File: config.mk
export PLATFORM = sky130hd
export DESIGN_NAME = tile_pwr_seq
export DESIGN_NICKNAME = d
export VERILOG_FILES = /design/src/rtl/tps_pkg.sv /design/src/rtl/tps_decode.sv /design/src/rtl/tps_seq.sv /design/src/rtl/tps_tile.sv /design/src/rtl/tile_pwr_seq.sv
export SDC_FILE = /design/constraint.sdc
export NUM_CORES = 1
export LEC_CHECK = 0
export BUFFER_PORTS_ARGS = -buffer_cell sky130_fd_sc_hd__buf_2
export CAP_MARGIN = 20
export CORE_MARGIN = 2
export CORE_UTILIZATION = 59
export CTS_CLUSTER_DIAMETER = 100
export DETAILED_ROUTE_END_ITERATION = 8
export GPL_TIMING_DRIVEN = 0
export PLACE_DENSITY = 0.86
export REMOVE_ABC_BUFFERS = 1
export SETUP_SLACK_MARGIN = 0.1
export SLEW_MARGIN = 15
export SYNTH_ARGS = -nofsm -noshare
export SYNTH_HDL_FRONTEND = slang
export SYNTH_SLANG_ARGS = --single-unit
export TNS_END_PERCENT = 30
File: constraint.sdc
create_clock -name clk -period 3.1 [get_ports clk]
set_input_delay 0.465 -clock clk [delete_from_list [all_inputs] [get_ports clk]]
set_output_delay 0.465 -clock clk [all_outputs]
set_load 0.02 [all_outputs]
File: src/rtl/tps_pkg.sv
package tps_pkg;
  localparam int CMD_W      = 16;
  localparam logic [7:0] OP_DOWN = 8'h05;
  localparam logic [7:0] OP_UP   = 8'h06;
  localparam int A_CMD      = 0;
  localparam int A_RET      = 1;
  localparam int A_ERR      = 2;
  localparam int A_STAT     = 8;
  localparam logic [1:0] ST_ON   = 2'b00;
  localparam logic [1:0] ST_MOVE = 2'b01;
  localparam logic [1:0] ST_OFF  = 2'b10;

  typedef enum logic [1:0] {SQ_IDLE, SQ_PREP, SQ_WAIT} seq_state_t;

  function automatic logic [7:0] cmd_op(input logic [CMD_W-1:0] w);
    return w[15:8];
  endfunction

  function automatic logic [7:0] cmd_tile(input logic [CMD_W-1:0] w);
    return w[7:0];
  endfunction
endpackage

File: src/rtl/tps_decode.sv
module tps_decode
  import tps_pkg::*;
#(
  parameter int NUM_TILES = 5,
  parameter int ADDR_W    = 4,
  localparam int IDX_W    = $clog2(NUM_TILES)
) (
  input  logic [ADDR_W-1:0] addr,
  input  logic              wr,
  input  logic [CMD_W-1:0]  wdata,
  output logic              cmd_wr,
  output logic              req_dn,
  output logic              req_up,
  output logic [IDX_W-1:0]  req_idx
);
  logic [7:0] op;
  logic [7:0] tile;
  logic       idx_ok;

  always_comb begin
    op      = cmd_op(wdata);
    tile    = cmd_tile(wdata);
    idx_ok  = (tile < 8'(NUM_TILES));
    cmd_wr  = wr && (addr == ADDR_W'(A_CMD));
    req_dn  = idx_ok && (op == OP_DOWN);
    req_up  = idx_ok && (op == OP_UP);
    req_idx = tile[IDX_W-1:0];
  end
endmodule

File: src/rtl/tps_seq.sv
module tps_seq
  import tps_pkg::*;
#(
  parameter int NUM_TILES = 5,
  parameter int NUM_PROC  = 2,
  parameter int SETTLE    = 4,
  localparam int IDX_W    = $clog2(NUM_TILES),
  localparam int CNT_W    = $clog2(SETTLE + 1),
  localparam int OFF_FLAG = NUM_TILES
) (
  input  logic                       clk,
  input  logic                       rst_n,
  input  logic                       cmd_wr,
  input  logic                       req_dn,
  input  logic                       req_up,
  input  logic [IDX_W-1:0]           req_idx,
  input  logic [NUM_TILES-1:0][1:0]  tile_st,
  input  logic                       err_clr,
  output logic [NUM_TILES-1:0]       go_dn,
  output logic [NUM_TILES-1:0]       go_up,
  output logic [NUM_TILES-1:0]       cut,
  output logic [NUM_TILES-1:0]       fin_dn,
  output logic [NUM_TILES-1:0]       fin_up,
  output logic [NUM_TILES:0]         retain,
  output logic                       err,
  output logic                       busy
);
  localparam logic [NUM_TILES-1:0] ONE = NUM_TILES'(1);

  seq_state_t       state;
  logic [IDX_W-1:0] cur;
  logic             dir_dn;
  logic [CNT_W-1:0] cnt;
  logic [1:0]       sel_st;
  logic             acc_dn, acc_up, drop, last;

  always_comb begin
    sel_st = ST_ON;
    for (int i = 0; i < NUM_TILES; i++)
      if (req_idx == IDX_W'(i)) sel_st = tile_st[i];
    busy   = (state != SQ_IDLE);
    acc_dn = cmd_wr && !busy && req_dn && (sel_st == ST_ON);
    acc_up = cmd_wr && !busy && req_up && (sel_st != ST_ON);
    drop   = cmd_wr && busy;
    last   = (state == SQ_WAIT) && (cnt == CNT_W'(SETTLE - 1));
    go_dn  = acc_dn ? (ONE << req_idx) : '0;
    go_up  = acc_up ? (ONE << req_idx) : '0;
    cut    = (state == SQ_PREP && dir_dn) ? (ONE << cur) : '0;
    fin_dn = (last && dir_dn)  ? (ONE << cur) : '0;
    fin_up = (last && !dir_dn) ? (ONE << cur) : '0;
  end

  always_ff @(posedge clk or negedge rst_n) begin
    if (!rst_n) begin
      state  <= SQ_IDLE;
      cur    <= '0;
      dir_dn <= 1'b0;
      cnt    <= '0;
      retain <= '0;
      err    <= 1'b0;
    end else begin
      if (drop)         err <= 1'b1;
      else if (err_clr) err <= 1'b0;
      case (state)
        SQ_IDLE: if (acc_dn || acc_up) begin
          state  <= SQ_PREP;
          cur    <= req_idx;
          dir_dn <= acc_dn;
          cnt    <= '0;
          if (acc_dn) retain[req_idx] <= 1'b1;
        end
        SQ_PREP: state <= SQ_WAIT;
        SQ_WAIT: begin
          if (last) begin
            state <= SQ_IDLE;
            if (dir_dn) retain[OFF_FLAG] <= 1'b1;
            else if (int'(cur) < NUM_PROC) retain[cur] <= 1'b0;
          end else begin
            cnt <= cnt + 1'b1;
          end
        end
        default: state <= SQ_IDLE;
      endcase
    end
  end


  err_set_chk: assert property (@(posedge clk) disable iff (!rst_n)
    $rose(err) |-> $past(cmd_wr && busy));

  off_flag_chk: assert property (@(posedge clk) disable iff (!rst_n)
    $rose(retain[OFF_FLAG]) |-> $past(state == SQ_WAIT && dir_dn));

  no_accept_busy_chk: assert property (@(posedge clk) disable iff (!rst_n)
    busy |-> (go_dn == '0 && go_up == '0));
endmodule

File: src/rtl/tps_tile.sv
module tps_tile
  import tps_pkg::*;
(
  input  logic       clk,
  input  logic       rst_n,
  input  logic       go_dn,
  input  logic       go_up,
  input  logic       cut,
  input  logic       fin_dn,
  input  logic       fin_up,
  output logic [1:0] st,
  output logic       pwr_en,
  output logic       iso
);
  always_ff @(posedge clk or negedge rst_n) begin
    if (!rst_n) begin
      st     <= ST_ON;
      pwr_en <= 1'b1;
      iso    <= 1'b0;
    end else begin
      if (go_dn) begin
        st  <= ST_MOVE;
        iso <= 1'b1;
      end
      if (go_up) begin
        st     <= ST_MOVE;
        pwr_en <= 1'b1;
      end
      if (cut) pwr_en <= 1'b0;
      if (fin_dn) st <= ST_OFF;
      if (fin_up) begin
        st  <= ST_ON;
        iso <= 1'b0;
      end
    end
  end


  iso_lead_chk: assert property (@(posedge clk) disable iff (!rst_n)
    $fell(pwr_en) |-> $past(iso));

  cut_follows_chk: assert property (@(posedge clk) disable iff (!rst_n)
    $rose(iso) |=> $fell(pwr_en));

  iso_release_chk: assert property (@(posedge clk) disable iff (!rst_n)
    $fell(iso) |-> pwr_en);

  no_code11_chk: assert property (@(posedge clk) disable iff (!rst_n)
    st != 2'b11);
endmodule

File: src/rtl/tile_pwr_seq.sv
module tile_pwr_seq
  import tps_pkg::*;
#(
  parameter int NUM_TILES = 5,
  parameter int NUM_PROC  = 2,
  parameter int SETTLE    = 4,
  parameter int ADDR_W    = 4,
  localparam int IDX_W    = $clog2(NUM_TILES)
) (
  input  logic                 clk,
  input  logic                 rst_n,
  input  logic [ADDR_W-1:0]    bus_addr,
  input  logic                 bus_wr,
  input  logic [CMD_W-1:0]     bus_wdata,
  input  logic                 bus_rd,
  output logic [CMD_W-1:0]     bus_rdata,
  output logic [NUM_TILES-1:0] tile_pwr_en,
  output logic [NUM_TILES-1:0] tile_iso
);
  logic                      cmd_wr, req_dn, req_up, err, busy, err_clr;
  logic [IDX_W-1:0]          req_idx;
  logic [NUM_TILES-1:0][1:0] tile_st;
  logic [NUM_TILES-1:0]      go_dn, go_up, cut, fin_dn, fin_up, moving;
  logic [NUM_TILES:0]        retain;

  assign err_clr = bus_rd && (bus_addr == ADDR_W'(A_ERR));

  tps_decode #(.NUM_TILES(NUM_TILES), .ADDR_W(ADDR_W)) u_dec (
    .addr(bus_addr), .wr(bus_wr), .wdata(bus_wdata),
    .cmd_wr(cmd_wr), .req_dn(req_dn), .req_up(req_up), .req_idx(req_idx));

  tps_seq #(.NUM_TILES(NUM_TILES), .NUM_PROC(NUM_PROC), .SETTLE(SETTLE)) u_seq (
    .clk(clk), .rst_n(rst_n), .cmd_wr(cmd_wr), .req_dn(req_dn), .req_up(req_up),
    .req_idx(req_idx), .tile_st(tile_st), .err_clr(err_clr),
    .go_dn(go_dn), .go_up(go_up), .cut(cut), .fin_dn(fin_dn), .fin_up(fin_up),
    .retain(retain), .err(err), .busy(busy));

  for (genvar g = 0; g < NUM_TILES; g++) begin : g_tile
    tps_tile u_tile (
      .clk(clk), .rst_n(rst_n), .go_dn(go_dn[g]), .go_up(go_up[g]), .cut(cut[g]),
      .fin_dn(fin_dn[g]), .fin_up(fin_up[g]), .st(tile_st[g]),
      .pwr_en(tile_pwr_en[g]), .iso(tile_iso[g]));
    assign moving[g] = (tile_st[g] == ST_MOVE);
  end

  always_comb begin
    bus_rdata = '0;
    if (bus_addr == ADDR_W'(A_RET)) bus_rdata[NUM_TILES:0] = retain;
    if (bus_addr == ADDR_W'(A_ERR)) bus_rdata[0] = err;
    for (int i = 0; i < NUM_TILES; i++)
      if (bus_addr == ADDR_W'(A_STAT + i)) bus_rdata[1:0] = tile_st[i];
  end


  single_move_chk: assert property (@(posedge clk) disable iff (!rst_n)
    $onehot0(moving));

  busy_matches_chk: assert property (@(posedge clk) disable iff (!rst_n)
    (moving != '0) |-> busy);
endmodule

### After elaboration in Yosys (flattened, before gate mapping)

Cells that the tools add are included.

| word-level totals | value |
|---|---|
| register bits after elaboration | 36 |
| input bits | 24 |
| output and inout bits | 26 |
| word-level logic and storage cells | 180 |

| cells by class | value |
|---|---|
| add/subtract/negate cells | 1 |
| magnitude comparators | 6 |
| eq/ne operators | 23 |
| shifts and indexed selects | 2 |
| multiplexer cells | 76 |
| bitwise gates (word level) | 3 |
| reductions and logical operators | 47 |

Operator list:

| kind | number |
|---|---|
| 2-to-1 mux 2 bit | 32 |
| 2-to-1 mux 5 bit | 6 |
| 2-to-1 mux 6 bit | 5 |
| nonzero test 2 bit | 14 |
| 2-to-1 mux 1 bit | 26 |
| equality test 4 bit, second input constant | 5 |
| nonzero test 4 bit | 5 |
| equality test 8 x 3 -> 1 bit, second input constant | 2 |
| logical AND 1 bit | 16 |
| case mux 6 bit (2 select lines) | 1 |
| left shift 1 x 3 -> 5 bit, first input constant | 2 |
| equality test 3 x 2 -> 1 bit, second input constant | 3 |
| less-than comparator 3 x 4 -> 1 bit, second input constant | 2 |
| less-than comparator 8 x 3 -> 1 bit, second input constant | 1 |
| AND 6 bit | 1 |
| demux 1 bit (select 3 bit) | 2 |
| >= comparator 3 x 1 -> 1 bit, second input constant | 2 |
| 2-to-1 mux 3 bit | 2 |
| != test 2 x 1 -> 1 bit, second input constant | 3 |
| != test 2 bit, second input constant | 3 |
| inverter 6 bit | 1 |
| OR 6 bit | 1 |
| case mux 2 bit (3 select lines) | 1 |
| case mux 3 bit (2 select lines) | 1 |
| 18 further kinds | 21 |

### Longest topological paths before layout

Gate-level depths: netlist of the first run.

| depth | value |
|---|---|
| depth in word-level cells | 13 |
| gate-level depth with buffers | 7 |
| mapped depth without buffers | 7 |

### Hierarchy

From an unflattened synthesis of the first run, not the netlist that was laid out.

| unflattened totals | value |
|---|---|
| cell total of the unflattened synthesis | 232 |
| area total of the unflattened synthesis | 2143.3 µm² |

By module, submodules not included:

| module | instances | cells each | area each (µm²) | seq. area each (µm²) |
|---|---|---|---|---|
| tps_seq | 1 | 108 | 1013.5 | 400.4 |
| tps_tile | 5 | 13 | 143.9 | 101.3 |
| tile_pwr_seq | 1 | 47 | 306.5 | 0.0 |
| tps_decode | 1 | 12 | 103.8 | 0.0 |

### Worst setup path after synthesis of the first run

OpenSTA, ideal clock, no wires.

| timing path | value |
|---|---|
| path type | input -> register |
| from | input bus_wdata[1] |
| to | register u_seq.cur[0] |
| setup time | 0.125 ns |
| data arrival time | 1.967 ns |
| data required time | 2.975 ns |
| path slack | 1.008 ns |
| cell stages on the path | 6 |
| buffers on the path | 1 |
| cell sequence | buf_6 > mux2i_1 > nor3_1 > or4_4 > mux2i_4 > mux2_2 |

| between the ends | value |
|---|---|
| cells in the longest elaborated chain, start to end | 10 |
| elaborated cells between the ends (all ways) | 21 |
| classes of those cells | order compare (1); eq/ne (4); mux (5); reduce/logical (11) |

RTL lines:

| item | RTL line | source |
|---|---|---|
| from (decl) | tile_pwr_seq.sv:14 | `input logic [CMD_W-1:0] bus_wdata,` |
| logical NOT 3 bit | tps_seq.sv:40 | `if (req_idx == IDX_W'(i)) sel_st = tile_st[i];` |
| 2-to-1 mux 2 bit (5 in a row) | tps_seq.sv:40 |  |
| logical NOT 2 bit / nonzero test 2 bit (equally long branches) | tps_seq.sv:42, tps_seq.sv:43 |  |
| logical AND 1 bit (on tied branches) | tps_seq.sv:42, tps_seq.sv:43 |  |
| logical OR 1 bit (*) | tps_seq.sv:65 | `SQ_IDLE: if (acc_dn \|\| acc_up) begin` |
| AND reduction 2 bit (no line) (*) | - |  |
| to (signal assigned) | tps_seq.sv:67 | `cur <= req_idx;` |
| to (decl) | tps_seq.sv:31 | `logic [IDX_W-1:0] cur;` |

Every way passes the cells marked *; elsewhere a longest branch is shown, timed or not.
A chain may end at the register's enable or synchronous reset.

### Worst setup path after layout of the first run

| timing path | value |
|---|---|
| from | input bus_wdata[5] |
| to | register u_seq.dir_dn |

| between the ends | value |
|---|---|
| cells in the longest elaborated chain, start to end | 6 |
| elaborated cells between the ends (all ways) | 9 |
| classes of those cells | order compare (1); reduce/logical (8) |

RTL lines:

| item | RTL line | source |
|---|---|---|
| less-than comparator 8 x 3 -> 1 bit (*) | tps_decode.sv:23 | `idx_ok = (tile < 8'(NUM_TILES));` |
| logical AND 1 bit (on tied branches) | tps_decode.sv:25, tps_decode.sv:26 |  |
| logical AND 1 bit (on tied branches) (2 in a row) | tps_seq.sv:42, tps_seq.sv:43 |  |
| logical OR 1 bit | tps_seq.sv:65 |  |
| AND reduction 2 bit (no line) | - |  |
| to (signal assigned) | tps_seq.sv:68 | `dir_dn <= acc_dn;` |
| to (decl) | tps_seq.sv:32 | `logic dir_dn;` |

Marks and branches as above.

==> results.tsv, run 1 <==
metric	value	unit
gp_congestion	0.857	
cts_inserted_buffers	5	
synth_top_area_cell	dfrtp_1	
async_flop_share	1.00	
slew-limit-headroom	0.330	
dieWidth	66.8	um
area_growth	7.16	%
p_comb_frac	0.113	
synthesis.area	2320	um^2
layout_commonest_cell	buf_2	
cp.required	3280	ps
crit_type	in -> reg	
synth_seq_cells	36	
critPathMaxFanout	6	
die_y	66.8	um
fmax	417	MHz
seq_power_share	0.531	
fin_skew	7.30	ps
worstSkewPairLatency	290	ps
cp-startpoint	bus_wdata[5]	
synth_top_area_frac	0.334	
cts_setup_buffers	0	
antenna_cells	0	
vias_per_cell	6.02	
overflow	0	
cp.arrival	2580	ps
dp_hpwl	3940	um
hold_buffers	0	
placed_area	2410	um^2
vias	1921	
ir_drop	0.000312	V
worstRegToRegCells	5	
cts.sink_count	36	
finalCritPeriodShare	0.774	
clock_path_buffers	2	
port_buffers	39	
intPower	659	uW
holdWs	262	ps
p_sw	227	uW
root_buffer	clkbuf_8	
finish.instance_area	2490	um^2
yosysWarnings	0	
firstDrtPassIters	4	
rsz0062_at_grt	false	
worstMarginPinSlew	996	ps
dieArea	4460	um^2
grt_max_degree	37	
max_cap_viol_count	0	
setup_tns	0	ps
syn_avg_cell_area	9.57	um^2
swShare	0.256	
synth_area_leaders	dfrtp_1 33%, buf_4 6.8%, dfstp_2 5.7%, mux2i_1 3.4%, nand2_1 3.2%	
hold_class	in -> async	
final_max_slew_viol_count	0	
synth_seq_area_share	0.390	
syn_inst	243	
final_cell_mix	39 x buf_2, 31 x dfrtp_1, 20 x nand2_1	
clkPwrFrac	0.356	
regToRegEndpoint	u_seq.dir_dn$_DFFE_PN0P_	
ctsHtreeMaxLevel	2	
cts_tree	yes	
antenna_found_initial	0	
yosys_most_used_dff	dfrtp_1	
grt_pass1_vias	1864	
wl_per_cell	16.9	um
grt_pass1_wl	8770	um
grt_usage	0.269	
synth-edff-count	0	
status	finished, final reports clean	
core	3720	um^2
initial_core_util	0.626	
wl	5380	um
fin_nets	296	
p_total	886	uW
ctsResizeCount	0	
hold_viol	0	
p_per_area	356	nW/um^2
drive_gt1_frac	0.273	
end_kind	flop	
startpoint_type	input pin	
final_util	0.670	
reg2reg_from	u_seq.state[1]$_DFFE_PN0P_	
fin_crit	2400	ps
r2r_setup_slack	720	ps
rows	22	
drtIter0Drc	104	
p_leak	1.17	nW
clk_pin_slew_worst_paths	70	ps
pin_count	50	
drc	0	
ant_nets	0	
setup_violations	0	
synth.lib_cells_used.distinct	56	
-- synth_stat cells (4+ instances only) --
library cell and count:
inv_1 9, and3_1 5, buf_4 21, or2_2 4
a31oi_1 6, nand2_1 20, dfrtp_1 31, mux2_2 5
a21oi_1 9, mux2i_1 8, nor2_1 19, nor3_1 7
nor2b_1 5, dfstp_2 5, nand2b_1 6, o21ai_0 11
-- per-layer routing --
metal / routed length [um] / GRT usage / part of all wire
met1: 2290 / 0.349 / 0.43
met2: 2570 / 0.444 / 0.48
met3: 403 / 0.0625 / 0.075
met4: 106 / 0.0842 / 0.020
met5: 0 / 0 / 0
-- final cells by class --
class	instances	area, um^2
fillers	323	1220
multi-input cells	178	1210
flip-flops and latches	36	907
repair buffers	39	195
clock buffers	8	80.1
well taps	48	60.1
inverters	10	37.5
-- registers in the layout, indices dropped and copies added (netlist names) --
signal,flops
u_seq.state,2
u_seq.dir_dn,1
g_tile.u_tile.pwr_en,5
u_seq.cur,3
u_seq.cnt,3
u_seq.err,1
g_tile.u_tile.st,10
u_seq.retain,6
g_tile.u_tile.iso,5
-- through the flow --
| step | instances | setup WS [ps] |
|---|---|---|
| floorplan | 224 | 937 |
| global placement | 311 | 539 |
| detailed placement | 311 | 499 |
| CTS | 319 | 803 |
| global route | 319 | 607 |
| finish | 319 | 702 |
-- worst max path at each step --
stage / endpoint / slack [ps] / cells past startpoint
after floorplan: u_seq.cur[0]$_DFFE_PN0P_ / 940 / 5
after global placement: u_seq.dir_dn$_DFFE_PN0P_ / 540 / 6
after detailed placement: u_seq.dir_dn$_DFFE_PN0P_ / 500 / 6
after CTS: u_seq.cur[2]$_DFFE_PN0P_ / 800 / 6
after global routing: u_seq.dir_dn$_DFFE_PN0P_ / 610 / 6
final: u_seq.dir_dn$_DFFE_PN0P_ / 700 / 6
-- logic make-up (layout without fill, tap and decap cells) --
group | Yosys count | count (layout) | synth area share
muxes | 14 | 14 | 0.0684
adders and majority gates | 2 | 2 | 0.0108
other | 1 | 10 | 0.00161
buffers and inverters | 38 | 57 | 0.103
and+or+nand+nor | 97 | 97 | 0.262
DFF | 36 | 36 | 0.390
AOI/OAI and AO/OA | 55 | 55 | 0.164
-- power groups by stage --
stage	logic (mW)	registers [mW]	clock network (mW)
after floorplan	0.0521	0.479	0
after global placement	0.0962	0.479	0
after detailed placement	0.0988	0.479	0
after CTS	0.0993	0.470	0.323
after global routing	0.109	0.470	0.341
final	0.100	0.470	0.316
-- critical path, cell delays in order --
cell and delay (ps):
buf_2 100, nor4_1 480, nand4_4 250, nor4_1 910, nand2_1 150, a21o_1 220
Note: power is estimated with default switching activity, not from simulation.
==> run 2: changes to the inputs <==
--- a/config.mk
+++ b/config.mk
@@ -8,11 +8,11 @@
 export BUFFER_PORTS_ARGS = -buffer_cell sky130_fd_sc_hd__buf_2
 export CAP_MARGIN = 20
 export CORE_MARGIN = 2
-export CORE_UTILIZATION = 59
+export CORE_UTILIZATION = 49
 export CTS_CLUSTER_DIAMETER = 100
 export DETAILED_ROUTE_END_ITERATION = 8
 export GPL_TIMING_DRIVEN = 0
-export PLACE_DENSITY = 0.86
+export PLACE_DENSITY = 0.77
 export REMOVE_ABC_BUFFERS = 1
 export SETUP_SLACK_MARGIN = 0.1
 export SLEW_MARGIN = 15
==> constraint.sdc (replaced) <==
create_clock -name clk -period 2 [get_ports clk]
set_input_delay 0.3 -clock clk [delete_from_list [all_inputs] [get_ports clk]]
set_output_delay 0.3 -clock clk [all_outputs]
set_load 0.02 [all_outputs]
==> results.tsv, run 2 (same netlist as run 1, synthesis figures left out) <==
metric	value	unit	change
status	complete, but fails checks		
violations	setup timing		
grt_pass1_wl	9000	um	+2.7%
final-seq-area	908	um^2	+0.14%
dp_hpwl	3930	um	-0.17%
antenna_cells	0		unchanged
fmax	484	MHz	
rsz0062_at_grt	true		
drc	0		unchanged
fin_crit	2060	ps	
final_cell_mix	38 x buf_2, 30 x dfrtp_1, 19 x nand2_1		
gp_congestion	0.875		+2.1%
clkPwrFrac	0.386		+0.030
grt_max_degree	37		unchanged
cp.arrival	2240	ps	-340 ps
grt_usage	0.225		-0.0432
worstRegToRegCells	6		+1
final_cells	340		+6.6%
final_max_slew_viol_count	0		unchanged
cts_inserted_buffers	5		unchanged
p_leak	1.31	nW	+12%
p_per_area	526	nW/um^2	+48%
layout_commonest_cell	buf_2		
intPower	1.10	mW	+66%
critPathMaxFanout	6		unchanged
antenna_found_initial	0		unchanged
hold_buffers	0		unchanged
clk_pin_slew_worst_paths	70	ps	about the same
top_regs	g_tile.u_tile.st (10), u_seq.retain (6)		
wl	6020	um	+12%
slew-limit-headroom	0.454		+0.124
initial_core_util	0.499		-0.127
multi_input_area	1330	um^2	+10%
core	4660	um^2	+25%
port_buffers	39		unchanged
clock_path_buffers	2		unchanged
hold_viol	0		unchanged
pre_cts_ws	-459	ps	-959 ps
fin_ws	-64.4	ps	-766 ps
setup_tns	-208	ps	-208 ps
p_comb_frac	0.117		+0.004
vias_per_cell	5.95		-1.2%
die_y	72.9	um	+9.2%
setup_violations	4		+4
vias	2022		+5.3%
area_growth	19.9	%	
drive_gt1_frac	0.374		+0.101
worstMarginPinSlew	819	ps	-176 ps
r2r_setup_slack	-60	ps	-780 ps
max_cap_viol_count	0		unchanged
drtIter0Drc	117		+13%
grt_pass1_vias	1789		-4.0%
pin_count	50		unchanged
dieArea	5310	um^2	+19%
rows	25		+14%
dieWidth	72.9	um	+9.2%
top_register	g_tile.u_tile.st		
hold_class	in -> async		
cts.sink_count	36		unchanged
crit_type	reg -> reg		
cts_tree	yes		
end_kind	flop		
wl_per_cell	17.7	um	+5.0%
fin_nets	311		+5.1%
overflow	0		unchanged
seq_power_share	0.497		-0.034
cp.required	2170	ps	-1110 ps
fillers	390		+21%
fin_skew	6.78	ps	-0.517 ps
worstSkewPairLatency	290	ps	about the same
ir_drop	0.000456	V	+46%
ant_nets	0		unchanged
regToRegEndpoint	u_seq.cur[1]$_DFFE_PN0P_		
root_buffer	clkbuf_8		
finalCritPeriodShare	1.03		
startpoint_type	flop		
p_sw	370	uW	+63%
reg2reg_from	g_tile[3].u_tile.st[0]$_DFFE_PN0P_		
largest_register_ffs	10		unchanged
firstDrtPassIters	4		unchanged
placedCellCount	317		+1.9%
ctsHtreeMaxLevel	2		unchanged
swShare	0.253		-0.00322
==> run 2: changes by cell type in the layout (fill, tap and decap cells not counted), moves of 2 or more <==
cell and change:
buf_4 +11, a21oi_1 -3, a21oi_2 +3, buf_6 +3, mux2_2 -3, mux2_4 +3
nor4_4 +3, clkbuf_1 -2, clkbuf_8 +2, nor4_1 -2, o21ai_0 -2, o21ai_1 +2
==> run 2: cell type report <==
type,instances,share of cell area
clock buffer,8,0.0359
timing repair buffer,54,0.120
sequential,36,0.326
inverter,10,0.0153
multi-input combinational,178,0.479
tap,54,0.0242
==> run 2: worst max-delay path by stage <==
| stage | startpoint | end | slack (ps) |
|---|---|---|---|
| after floorplan | bus_wdata[0] | u_seq.cur[0]$_DFFE_PN0P_ | 2 |
| after global placement | bus_wdata[5] | u_seq.dir_dn$_DFFE_PN0P_ | -420 |
| after detailed placement | bus_wdata[2] | u_seq.cur[1]$_DFFE_PN0P_ | -460 |
| after CTS | g_tile[3].u_tile.st[0]$_DFFE_PN0P_ | u_seq.cur[1]$_DFFE_PN0P_ | -20 |
| after global routing | bus_wdata[12] | u_seq.cur[1]$_DFFE_PN0P_ | -110 |
| final | g_tile[3].u_tile.st[0]$_DFFE_PN0P_ | u_seq.cur[1]$_DFFE_PN0P_ | -60 |
==> run 2: what timing repair did <==
| action | CTS | global route |
|---|---|---|
| pin swaps | 11 | 8 |
| gates resized for setup | 16 | 17 |
| setup buffers | 6 | 9 |
| setup endpoints to repair | 29 | 31 |
==> run 2: power groups by stage <==
stage	combinational (mW)	clock [mW]	sequential [mW]
after global routing	0.184	0.617	0.728
after floorplan	0.0807	0	0.742
final	0.171	0.566	0.729
after detailed placement	0.152	0	0.742
after global placement	0.150	0	0.742
after CTS	0.159	0.577	0.729
==> run 2: stage by stage <==
stage	instance area, um^2	total power, mW	hold WS (ps)	util
after floorplan	2160	0.823	4.41	-
after global placement	2420	0.893	431	0.519
after detailed placement	2420	0.894	432	0.519
after CTS	2630	1.47	117	0.565
after global routing	2790	1.53	139	0.598
final	2790	1.47	100	0.598
==> run 2: critical path, cell delays in order, from the launching register on <==
cell	delay, ps
dfrtp_1	400
mux2i_1	180
o22ai_2	130
or4_4	560
mux2i_4	210
buf_12	170
mux2_4	290
==> run 2: per-layer routing <==
layer | wire length (um) | track usage | vias to the layer above
met2 | 2770 | 0.319 | 82
li1 | - | - | 944
met1 | 2710 | 0.324 | 984
met4 | 114 | 0.103 | 0
met3 | 424 | 0.0566 | 12
met5 | 0 | 0 | -
